`config.mk`:
```
export PLATFORM = sky130hd
export DESIGN_NAME = qid_resp_fmt
export DESIGN_NICKNAME = d
export VERILOG_FILES = /design/src/rtl/qry_pkg.sv /design/src/rtl/qry_index_calc.sv /design/src/rtl/qry_dev_answer.sv /design/src/rtl/qry_bank_replicate.sv /design/src/rtl/qid_resp_fmt.sv
export SDC_FILE = /design/constraint.sdc
export NUM_CORES = 1
export LEC_CHECK = 0
export BUFFER_PORTS_ARGS = -buffer_cell sky130_fd_sc_hd__buf_2
export CORE_ASPECT_RATIO = 1.2
export CORE_UTILIZATION = 58
export CTS_CLUSTER_SIZE = 24
export DETAILED_ROUTE_END_ITERATION = 16
export PLACE_DENSITY = 0.77
export SYNTH_ARGS = -nofsm -noshare
export SYNTH_HDL_FRONTEND = slang
export SYNTH_HIERARCHICAL = 1
export SYNTH_SLANG_ARGS = --single-unit
```
`constraint.sdc`:
```
create_clock -name clk -period 5.5 [get_ports clk]
set_clock_uncertainty 0.15 [all_clocks]
set_input_delay 1.1 -clock clk [delete_from_list [all_inputs] [get_ports clk]]
set_output_delay 1.1 -clock clk [all_outputs]
set_load 0.01 [all_outputs]
```
`src/rtl/qry_pkg.sv`:
```
// Package: shared constants and the fixed query table contents.
// Assumes table indices below QRY_TBL_DEPTH fit in 7 bits.
package qry_pkg;

    localparam int          QRY_TBL_DEPTH = 82;
    localparam logic [1:0]  LG_RESERVED   = 2'd3;

    // Fixed query table byte for an in-range index
    function automatic logic [7:0] qry_rom_byte(input logic [6:0] idx);
        case (idx)
            7'h10:   return 8'h51;
            7'h11:   return 8'h52;
            7'h12:   return 8'h59;
            7'h13:   return 8'h01;
            7'h15:   return 8'h31;
            7'h2C:   return 8'h01;
            7'h31:   return 8'h50;
            7'h32:   return 8'h52;
            7'h33:   return 8'h49;
            7'h34:   return 8'h31;
            7'h35:   return 8'h30;
            default: return 8'h00;
        endcase
    endfunction

endpackage

```
`src/rtl/qry_index_calc.sv`:
```
// Module: turns the bus address into the per-device table index of one slot.
// Assumes a valid width configuration; bad ones are zeroed by the top.
module qry_index_calc #(
    parameter int ADDR_W = 12,
    parameter int SLOT   = 0
) (
    input  logic [ADDR_W-1:0] base_addr,
    input  logic [1:0]        bank_lg,
    input  logic [1:0]        dev_lg,
    input  logic [1:0]        max_lg,
    output logic [ADDR_W-1:0] idx
);

    logic [ADDR_W-1:0] slot_addr;
    logic [2:0]        shamt;

    // Offset the address by slot * bank * bank and normalise to the native width
    always_comb begin
        slot_addr = base_addr + (ADDR_W'(SLOT) << {bank_lg, 1'b0});
        shamt     = {1'b0, bank_lg} + {1'b0, max_lg} - {1'b0, dev_lg};
        idx       = slot_addr >> shamt;
    end

endmodule

```
`src/rtl/qry_dev_answer.sv`:
```
// Module: forms the answer of a single device for one table index.
// Bytes above the device width are zero. Assumes ADDR_W >= 8, DATA_W >= 16.
module qry_dev_answer
    import qry_pkg::*;
#(
    parameter int          ADDR_W   = 12,
    parameter int          DATA_W   = 32,
    parameter logic [15:0] MFR_CODE = 16'h0049,
    parameter logic [15:0] DEV_CODE = 16'h8817
) (
    input  logic [ADDR_W-1:0] idx,
    input  logic              id_mode,
    input  logic [1:0]        dev_lg,
    input  logic [1:0]        max_lg,
    output logic [DATA_W-1:0] dev_word
);

    logic        in_table;
    logic [7:0]  tbl_byte;
    logic [15:0] code;

    // Query table lookup with out-of-range indices reading zero
    always_comb begin
        in_table = (idx < ADDR_W'(QRY_TBL_DEPTH));
        tbl_byte = in_table ? qry_rom_byte(idx[6:0]) : 8'h00;
    end

    // Identifier selection from the low eight index bits
    always_comb begin
        case (idx[7:0])
            8'd0:    code = MFR_CODE;
            8'd1:    code = DEV_CODE;
            default: code = 16'h0000;
        endcase
    end

    // Fit the chosen value to the device width
    always_comb begin
        dev_word = '0;
        if (id_mode) begin
            if (dev_lg == 2'd0) dev_word[7:0]  = code[7:0];
            else                dev_word[15:0] = code;
        end else if ((dev_lg == max_lg) || (dev_lg == 2'd0)) begin
            dev_word[7:0] = tbl_byte;
        end
    end

endmodule

```
`src/rtl/qry_bank_replicate.sv`:
```
// Module: copies a device answer into every device lane of the bank.
// Assumes bank width and device width are at most DATA_W/8 bytes.
module qry_bank_replicate #(
    parameter int DATA_W = 32
) (
    input  logic [DATA_W-1:0] dev_word,
    input  logic [1:0]        dev_lg,
    input  logic [1:0]        bank_lg,
    output logic [DATA_W-1:0] bank_word
);

    localparam int NBYTES = DATA_W / 8;

    // Byte j of the bank takes byte (j mod device width) of the device answer
    always_comb begin
        bank_word = '0;
        for (int j = 0; j < NBYTES; j++) begin
            if (j < (32'sd1 <<< bank_lg)) begin
                bank_word[8*j +: 8] = dev_word[8*(j & ((32'sd1 <<< dev_lg) - 1)) +: 8];
            end
        end
    end

endmodule

```
`src/rtl/qid_resp_fmt.sv`:
```
// Module: top of the query/identifier response formatter.
// One lookup per bank-sized slot, slot assembly, size masking and an output
// register loaded on the read strobe. Assumes DATA_W >= 32 and ADDR_W >= 8.
module qid_resp_fmt
    import qry_pkg::*;
#(
    parameter int          ADDR_W   = 12,
    parameter int          DATA_W   = 32,
    parameter logic [15:0] MFR_CODE = 16'h0049,
    parameter logic [15:0] DEV_CODE = 16'h8817
) (
    input  logic              clk,
    input  logic              rst_n,
    input  logic              rd_stb,
    input  logic [ADDR_W-1:0] rd_addr,
    input  logic [1:0]        rd_size,
    input  logic              id_mode,
    input  logic [1:0]        bank_lg,
    input  logic [1:0]        dev_lg,
    input  logic [1:0]        max_lg,
    output logic [DATA_W-1:0] rd_data,
    output logic              rd_valid
);

    localparam int NBYTES = DATA_W / 8;

    logic [DATA_W-1:0] slot_word [NBYTES];
    logic [DATA_W-1:0] fmt_word;
    logic              cfg_ok;

    for (genvar k = 0; k < NBYTES; k++) begin : g_slot
        logic [ADDR_W-1:0] idx;
        logic [DATA_W-1:0] dev_word;

        qry_index_calc #(.ADDR_W(ADDR_W), .SLOT(k)) u_idx (
            .base_addr (rd_addr),
            .bank_lg   (bank_lg),
            .dev_lg    (dev_lg),
            .max_lg    (max_lg),
            .idx       (idx)
        );

        qry_dev_answer #(
            .ADDR_W   (ADDR_W),
            .DATA_W   (DATA_W),
            .MFR_CODE (MFR_CODE),
            .DEV_CODE (DEV_CODE)
        ) u_ans (
            .idx      (idx),
            .id_mode  (id_mode),
            .dev_lg   (dev_lg),
            .max_lg   (max_lg),
            .dev_word (dev_word)
        );

        qry_bank_replicate #(.DATA_W(DATA_W)) u_rep (
            .dev_word  (dev_word),
            .dev_lg    (dev_lg),
            .bank_lg   (bank_lg),
            .bank_word (slot_word[k])
        );
    end

    // Reject reserved or inconsistent width settings
    always_comb begin
        cfg_ok = (bank_lg != LG_RESERVED) && (dev_lg != LG_RESERVED) &&
                 (max_lg != LG_RESERVED) && (dev_lg <= max_lg) &&
                 (dev_lg <= bank_lg);
    end

    // Place each slot at byte offset slot * bank and mask to the read width
    always_comb begin
        fmt_word = '0;
        for (int j = 0; j < NBYTES; j++) begin
            if (cfg_ok && (j < (32'sd1 <<< rd_size))) begin
                fmt_word[8*j +: 8] =
                    slot_word[j >> bank_lg][8*(j & ((32'sd1 <<< bank_lg) - 1)) +: 8];
            end
        end
    end

    // Output register loaded on the read strobe
    always_ff @(posedge clk) begin
        if (!rst_n) begin
            rd_valid <= 1'b0;
            rd_data  <= '0;
        end else begin
            rd_valid <= rd_stb;
            if (rd_stb) rd_data <= fmt_word;
        end
    end

endmodule

```
# Yosys cells after proc, flatten, opt, wreduce, memory -nomap -nowiden
# Cells that the tools add are included.
[word_totals] inputBits=24 elab_cells=200 reg_bits=33 out_inout_bits=33
[classes] order_cmp=18 eq_ne=52 bitwise_logic=4 n_mux=60 addsub=8 n_reduce_logical=26 shifts=30
[ops] cell="$shiftx A32 B6 Y8" count=10
[ops] cell="$mux W8" count=38
[ops] cell="$bmux W32 S2" count=4
[ops] cell="$pmux W7 S8" count=4
[ops] cell="$mux W32" count=6
[ops] cell="$eq A7 B6 Y1 const B" count=24
[ops] cell="$shiftx A32 B5 Y8" count=5
[ops] cell="$eq A7 B5 Y1 const B" count=20
[ops] cell="$ge A32 B3 Y1 const B" count=4
[ops] cell="$lt A3 B32 Y1 const A" count=4
[ops] cell="$not A32 Y32" count=4
[ops] cell="$pmux W16 S2" count=4
[ops] cell="$lt A1 B32 Y1 const A" count=2
[ops] cell="$lt A2 B32 Y1 const A" count=2
[ops] cell="$shr A1 B2 Y32 const A" count=2
[ops] cell="$shr A2 B2 Y32 const A" count=2
[ops] cell="$sshl A2 B2 Y32 const A" count=2
[ops] cell="$add A12 B12 Y12" count=4
[ops] cell="$lt A12 B7 Y1 const B" count=4
[ops] cell="$shr A12 B3 Y12" count=4
[ops] cell="$eq A8 B1 Y1 const B" count=4
[ops] cell="$logic_not A8 Y1" count=4
[ops] cell="$mux W7" count=4
[ops] cell="$reduce_or A2 Y1" count=12
[ops] cell="other kinds (12)" count=25

# Depth between registers and ports, before layout
# Gate-level depths: netlist of the first run.
[logic_depth] word_depth=16 ltp_mapped=22 ltp_nobuf=21

# By module
# The synthesis of the first run kept the hierarchy.
[by_module_without_submodules] mod="qry_bank_replicate" instances=4 cells_per_inst=81 seq_area_each_um2=0.0 area_each_um2=610.6
[by_module_without_submodules] mod="qry_dev_answer" instances=4 cells_per_inst=81 seq_area_each_um2=0.0 area_each_um2=531.8
[by_module_without_submodules] mod="qid_resp_fmt" instances=1 cells_per_inst=179 seq_area_each_um2=660.6 area_each_um2=1570.3
[by_module_without_submodules] mod="qry_index_calc (g_slot[3].u_idx)" instances=1 cells_per_inst=167 seq_area_each_um2=0.0 area_each_um2=1184.9
[by_module_without_submodules] mod="qry_index_calc (g_slot[1].u_idx)" instances=1 cells_per_inst=128 seq_area_each_um2=0.0 area_each_um2=1038.5
[by_module_without_submodules] mod="qry_index_calc (g_slot[2].u_idx)" instances=1 cells_per_inst=134 seq_area_each_um2=0.0 area_each_um2=1003.5
[by_module_without_submodules] mod="qry_index_calc (g_slot[0].u_idx)" instances=1 cells_per_inst=54 seq_area_each_um2=0.0 area_each_um2=478.0

# Least setup slack after synthesis of the first run
# Ideal clock, no wire load.
[synth_timing] path_kind="input-to-reg" from="input port bank_lg[1]" to="register rd_data[30]" setup_ns=0.069 cell_stages=21 required_ns=5.281 slack_ns=-0.417 arrival_time_ns=5.698 n_path_buf=1 path_cell_list="inv_1 -> fa_1 -> inv_1 -> fa_1 -> clkbuf_1 -> clkinv_1 -> and3_1 -> mux2_2 -> a211oi_1 -> nor2_1 -> nor4_1 -> nand2_1 -> or4b_4 -> a2111o_1 -> o221ai_1 -> or3b_1 -> a21oi_1 -> mux2i_1 -> nor2_1 -> a21oi_1 -> o21ai_1"
[synth_rtl] item="start: declaration" line="qid_resp_fmt.sv:18" rtl="input logic [1:0] bank_lg,"
[synth_rtl] item="end signal: assignment" line="qid_resp_fmt.sv:89" rtl="if (rd_stb) rd_data <= fmt_word;"
[synth_rtl] item="end: declaration" line="qid_resp_fmt.sv:21" rtl="output logic [DATA_W-1:0] rd_data,"

==> run metrics, run 1 <==
Place WS -0.387 ns; routability congestion estimate 0.971; number of placed I/O pins 57; Slowest-stage cell, CP fa_2; fmax 0.181 GHz; failing checks setup timing; final instance area 9150 um^2; Via Count 8102; PortBufs 56; Critical Path Start dev_lg[1]; Die W 108 um; Setup CP Type input pin to register; VDD IR max 0.258 mV; CP max FO 4; Initial Utilization 59.4%; wire per inst 16.5 um; initial antenna violation count 0; R2R setup slack 4.74 ns; vias in the first global route 7396; DRT iter0 DRCs 585; final WL 22200 um; Synth Warn # 6; reg-to-reg endpoint rd_data[6]; setup ws final -0.0295 ns; worst-margin pin slew 1.26 ns; cell chain of the critical path buf_8 > fa_1 > inv_2 > fa_2 > mux2_4 > a211o_1 > a31oi_1 > a21oi_2 > nor4_2 > nand2_1 > or4b_4 > a2111o_1 > o221ai_2 > or3b_1 > a21oi_1 > mux2i_1 > nor2_1 > a21oi_1 > o21ai_1; vias per inst 6.04; setup TNS -0.0885 ns; Tcrit/Tclk final 101%; most frequent cells in the layout buf_4, nand2_1, nor2_1; post-route insts no fill 1342; R2R depth 1; CP Capture Type register; Max-cap violations 0; post-route ant nets 0; Core Util, Final 69.4%; gr ovfl total 0; final setup vio count 4; clock edge transition at the registers on the reported setup and hold paths 0.06 ns; Die H 129 um; synthesized area per cell 7.41 um^2; total power 2.25 mW; CTS tree yes; Placement Cell Area 8800 um^2; Worst Hold Class register to register; post-placement cell count 1324; first-pass GRT wire length 35800 um; Hold Vio Cnt, Final 0; Power Density 246 nW/um^2; CP max stage delay 0.59 ns; most used cell, CP a21oi_1; GRT Util Overall 31.7%; die area 14000 um^2; synthesized netlist cell count 1056; Rows 46; total CTS buffers 5; CTS sink cnt 33; post-layout min period 5.53 ns; TritonRoute pass-1 iters 5; GRT met3 Usage 3.82%; H-tree depth 2; met2 global-route usage 52.6%; core area 13200 um^2; CTS max path bufs 2; area delta synth->final 16.9%; layout net count 1230; worst path required time 5.56 ns; r2r startpoint rd_data[6]; Slew Limit Fails 0; Post-Syn Area 7830 um^2; largest net degree at the start of global routing 54; status complete, but fails checks; DR DRC count 0; met1 usage 40.4%; Leakage 3.98 nW; # diodes 0; busiest metal layer after global routing met2; startpoint type of the worst setup path input pin; Max-slew headroom 15.4%; Detailed Place HPWL 17000 um; share of layout cells above drive strength 1 28.4%; crit path to rd_data[30]; RSZ-0062 raised after global routing true; Hold WS 0.290 ns; commonest non-fill, non-tap cell in the layout buf_4; CP Data Arrival Time 5.59 ns; CTS Root Cell clkbuf_16; Clock Latency Late Sink 0.28 ns
==> power breakdown <==
group | internal [mW] | switching (mW)
sequential | 0.241 | 0.000776
combinational | 0.803 | 0.933
clock | 0.166 | 0.106
==> layout make-up <==
class                           instances  area [um^2]
Multi-Input combinational cell        871         6420
Fill cell                            1120         4030
Timing Repair Buffer                  221         1560
Sequential cell                        33          661
Tap cell                              168          210
Inverter                               41          158
Clock buffer                            5          125
Clock inverter                          3         17.5
==> what timing repair did <==
item                       CTS  global route
pin swaps                    8            13
gates resized for setup      5            36
hold buffers                 0             0
setup endpoints to repair    3            15
setup buffers                7             3
==> sequential cells by signal (all words and copies together), names as in the netlist <==
register	flops
rd_data	32
rd_valid	1
==> per-layer routing <==
layer,routed length [um],share of wire [%]
met2,10400,47
met3,1150,5.2
met1,9660,44
met4,972,4.4
met5,0,0
==> worst max-delay path: cells and delay by family <==
family / cells / cell delay [ns]
AO/OA/AOI/OAI: 8 / 1.43
AND/OR/NAND/NOR: 5 / 1.36
multiplexers: 2 / 0.40
buffers and inverters: 2 / 0.15
adder cells (fa/ha/maj): 2 / 1.15
==> worst min-delay path by stage <==
stage	startpoint	to	slack [ns]	cells past startpoint
2_1_floorplan	rd_data[30]	rd_data[30]	0.32	2
3_3_place_gp	rd_data[23]	rd_data[23]	0.28	2
4_1_cts	rd_data[8]	rd_data[8]	0.29	2
6_report	rd_data[8]	rd_data[8]	0.29	2
5_1_grt	rd_data[18]	rd_data[18]	0.32	2
3_5_place_dp	rd_data[8]	rd_data[8]	0.29	2
No activity file was read; power rests on OpenSTA's default activity.
==> run 2, diff against run 1 <==
==> constraint.sdc (replaced) <==
create_clock -name clk -period 4.8 [get_ports clk]
set_clock_uncertainty 0.15 [all_clocks]
set_input_delay 0.96 -clock clk [delete_from_list [all_inputs] [get_ports clk]]
set_output_delay 0.96 -clock clk [all_outputs]
set_load 0.01 [all_outputs]
==> run metrics, run 2 (synthesized netlist as in run 1, its figures left out) <==
status complete, but fails checks; failing checks setup timing; Slew Limit Fails 0 (unchanged); commonest non-fill, non-tap cell in the layout buf_4; Max-slew headroom 17.0% (+1.6 points); worst path required time 4.86 ns (-0.70 ns); total CTS buffers 5 (unchanged); Leakage 4.67 nW (+17%); TritonRoute pass-1 iters 5 (unchanged); die area 14000 um^2 (unchanged); total power 3.24 mW (+44%); clock edge transition at the registers on the reported setup and hold paths 0.05 ns (about the same); CP Data Arrival Time 5.75 ns (+0.16 ns); layout net count 1334 (+8.5%); Buf+Inv Stages, Crit Path 3 (+1); CP max stage delay 0.65 ns (+0.06 ns); DR DRC count 0 (unchanged); # diodes 0 (unchanged); max reg flops 32 (unchanged); routability congestion estimate 0.961 (-1.0%); Hold WS 0.293 ns (+0.00348 ns); first-pass GRT wire length 38100 um (+6.4%); Clock Latency Late Sink 0.28 ns (about the same); final WL 28700 um (+29%); startpoint type of the worst setup path input pin; post-route insts no fill 1446 (+7.7%); PortBufs 56 (unchanged); Setup CP Type input pin to register; number of placed I/O pins 57 (unchanged); Slowest-stage cell, CP fa_2; core area 13200 um^2 (unchanged); GRT Util Overall 33.7% (+2.0 points); Die H 129 um (unchanged); Rows 46 (unchanged); share of layout cells above drive strength 1 42.3% (+14 points); Via Count 9405 (+16%); Core Util, Final 81.5% (+12 points); worst-margin pin slew 1.24 ns (-0.0234 ns); area delta synth->final 37.2%; vias in the first global route 8078 (+9.2%); initial antenna violation count 1 (+1); post-placement cell count 1398 (+5.6%); largest net degree at the start of global routing 69 (+28%); gr ovfl total 0 (unchanged); setup ws final -0.896 ns (-0.867 ns); post-layout min period 5.70 ns; Detailed Place HPWL 17800 um (+4.9%); hold_buf cts 0 (unchanged); most frequent cells in the layout buf_4, nand2_1, nor2_1; CTS max path bufs 2 (unchanged); CTS tree yes; Hold Vio Cnt, Final 0 (unchanged); CP Capture Type register; final setup vio count 22 (+18); fmax 0.176 GHz; cell chain of the critical path buf_2 > inv_1 > ha_1 > inv_1 > ha_2 > fa_2 > mux2_4 > a211o_1 > a31oi_1 > a21oi_1 > nor4_1 > nand2_1 > or4b_4 > a2111o_1 > o221ai_2 > or3b_4 > a21oi_2 > mux2i_1 > nor2_1 > a21oi_1 > o21ai_1; CTS Root Cell clkbuf_16; H-tree depth 2 (unchanged); Biggest register rd_data; RSZ-0062 raised after global routing true; CP max FO 4 (unchanged); CTS sink cnt 33 (unchanged); Initial Utilization 59.4% (unchanged); Largest regs rd_data x32, rd_valid x1; DRT iter0 DRCs 773 (+32%); VDD IR max 0.267 mV (+3.6%); Die W 108 um (unchanged); Worst Hold Class register to register; Crit path max-delay family simple AND/OR/NAND/NOR gates; post-route ant nets 0 (unchanged); Power Density 301 nW/um^2 (+23%); wire per inst 19.8 um (+20%); Tcrit/Tclk final 119%; Max-cap violations 0 (unchanged); vias per inst 6.50 (+7.7%)
-- run 2: cell count changes in the layout (fill, tap and decap cells not counted), moves of 7 or more --
cell / before / now
a21oi_2: 5 / 14
o21ai_2: 4 / 11
ha_1: 25 / 12
nor2_2: 1 / 11
a21oi_1: 53 / 42
buf_6: 3 / 21
ha_4: 0 / 7
buf_4: 162 / 241
nor2_1: 94 / 81
-- run 2: cell type report --
type                       instances  area [um^2]
inverter                          41          165
clock inverter                     3         17.5
sequential                        33          661
timing repair buffer             325         2490
tap                              168          210
multi-input combinational        871         7070
clock buffer                       5          125
fill                             760         2440
-- run 2: layer usage --
metal | routed length, um | vias to the layer above | GRT usage [%]
li1 | - | 4199 | -
met5 | 13 | - | 0
met4 | 2120 | 2 | 20.0
met1 | 10600 | 4397 | 39.3
met2 | 13800 | 597 | 58.6
met3 | 2190 | 210 | 4.53
-- run 2: path summary, 6_finish.rpt --
check,startpoint,end,slack (ns),cells past startpoint
worst max register to register,rd_data[8],rd_data[8],3.97,2
worst max-delay path,max_lg[0],rd_data[30],-0.90,21
worst min-delay path,rd_data[9],rd_data[9],0.29,2
worst min register to register,rd_data[9],rd_data[9],0.29,2
-- run 2: power by group --
group          switching [mW]  internal, mW  total [mW]
sequential            0.00103         0.276       0.277
clock                   0.127         0.190       0.317
combinational            1.41          1.24        2.64
total                    1.53          1.70        3.24
-- run 2: through the flow --
step / setup TNS [ns] / cell area, um^2 / setup slack, ns
2_1_floorplan: -1.73 / 7980 / -0.632
3_3_place_gp: -10.76 / 9380 / -0.859
3_5_place_dp: -12.93 / 9380 / -1.00
4_1_cts: -4.12 / 9740 / -0.471
5_1_grt: -11.70 / 10700 / -1.05
6_report: -8.06 / 10700 / -0.896
-- run 2: worst reg2reg max path, stage by stage (launching register included) --
cell,delay [ns]
dfxtp_1,0.36
nand2_1,0.08
o21ai_1,0.16
-- run 2: repair_timing --
item,4_1_cts,5_1_grt
gates resized for setup,35,178
cloned,0,1
buffers inserted,9,35
pin swaps,16,81
setup endpoints to repair,21,25
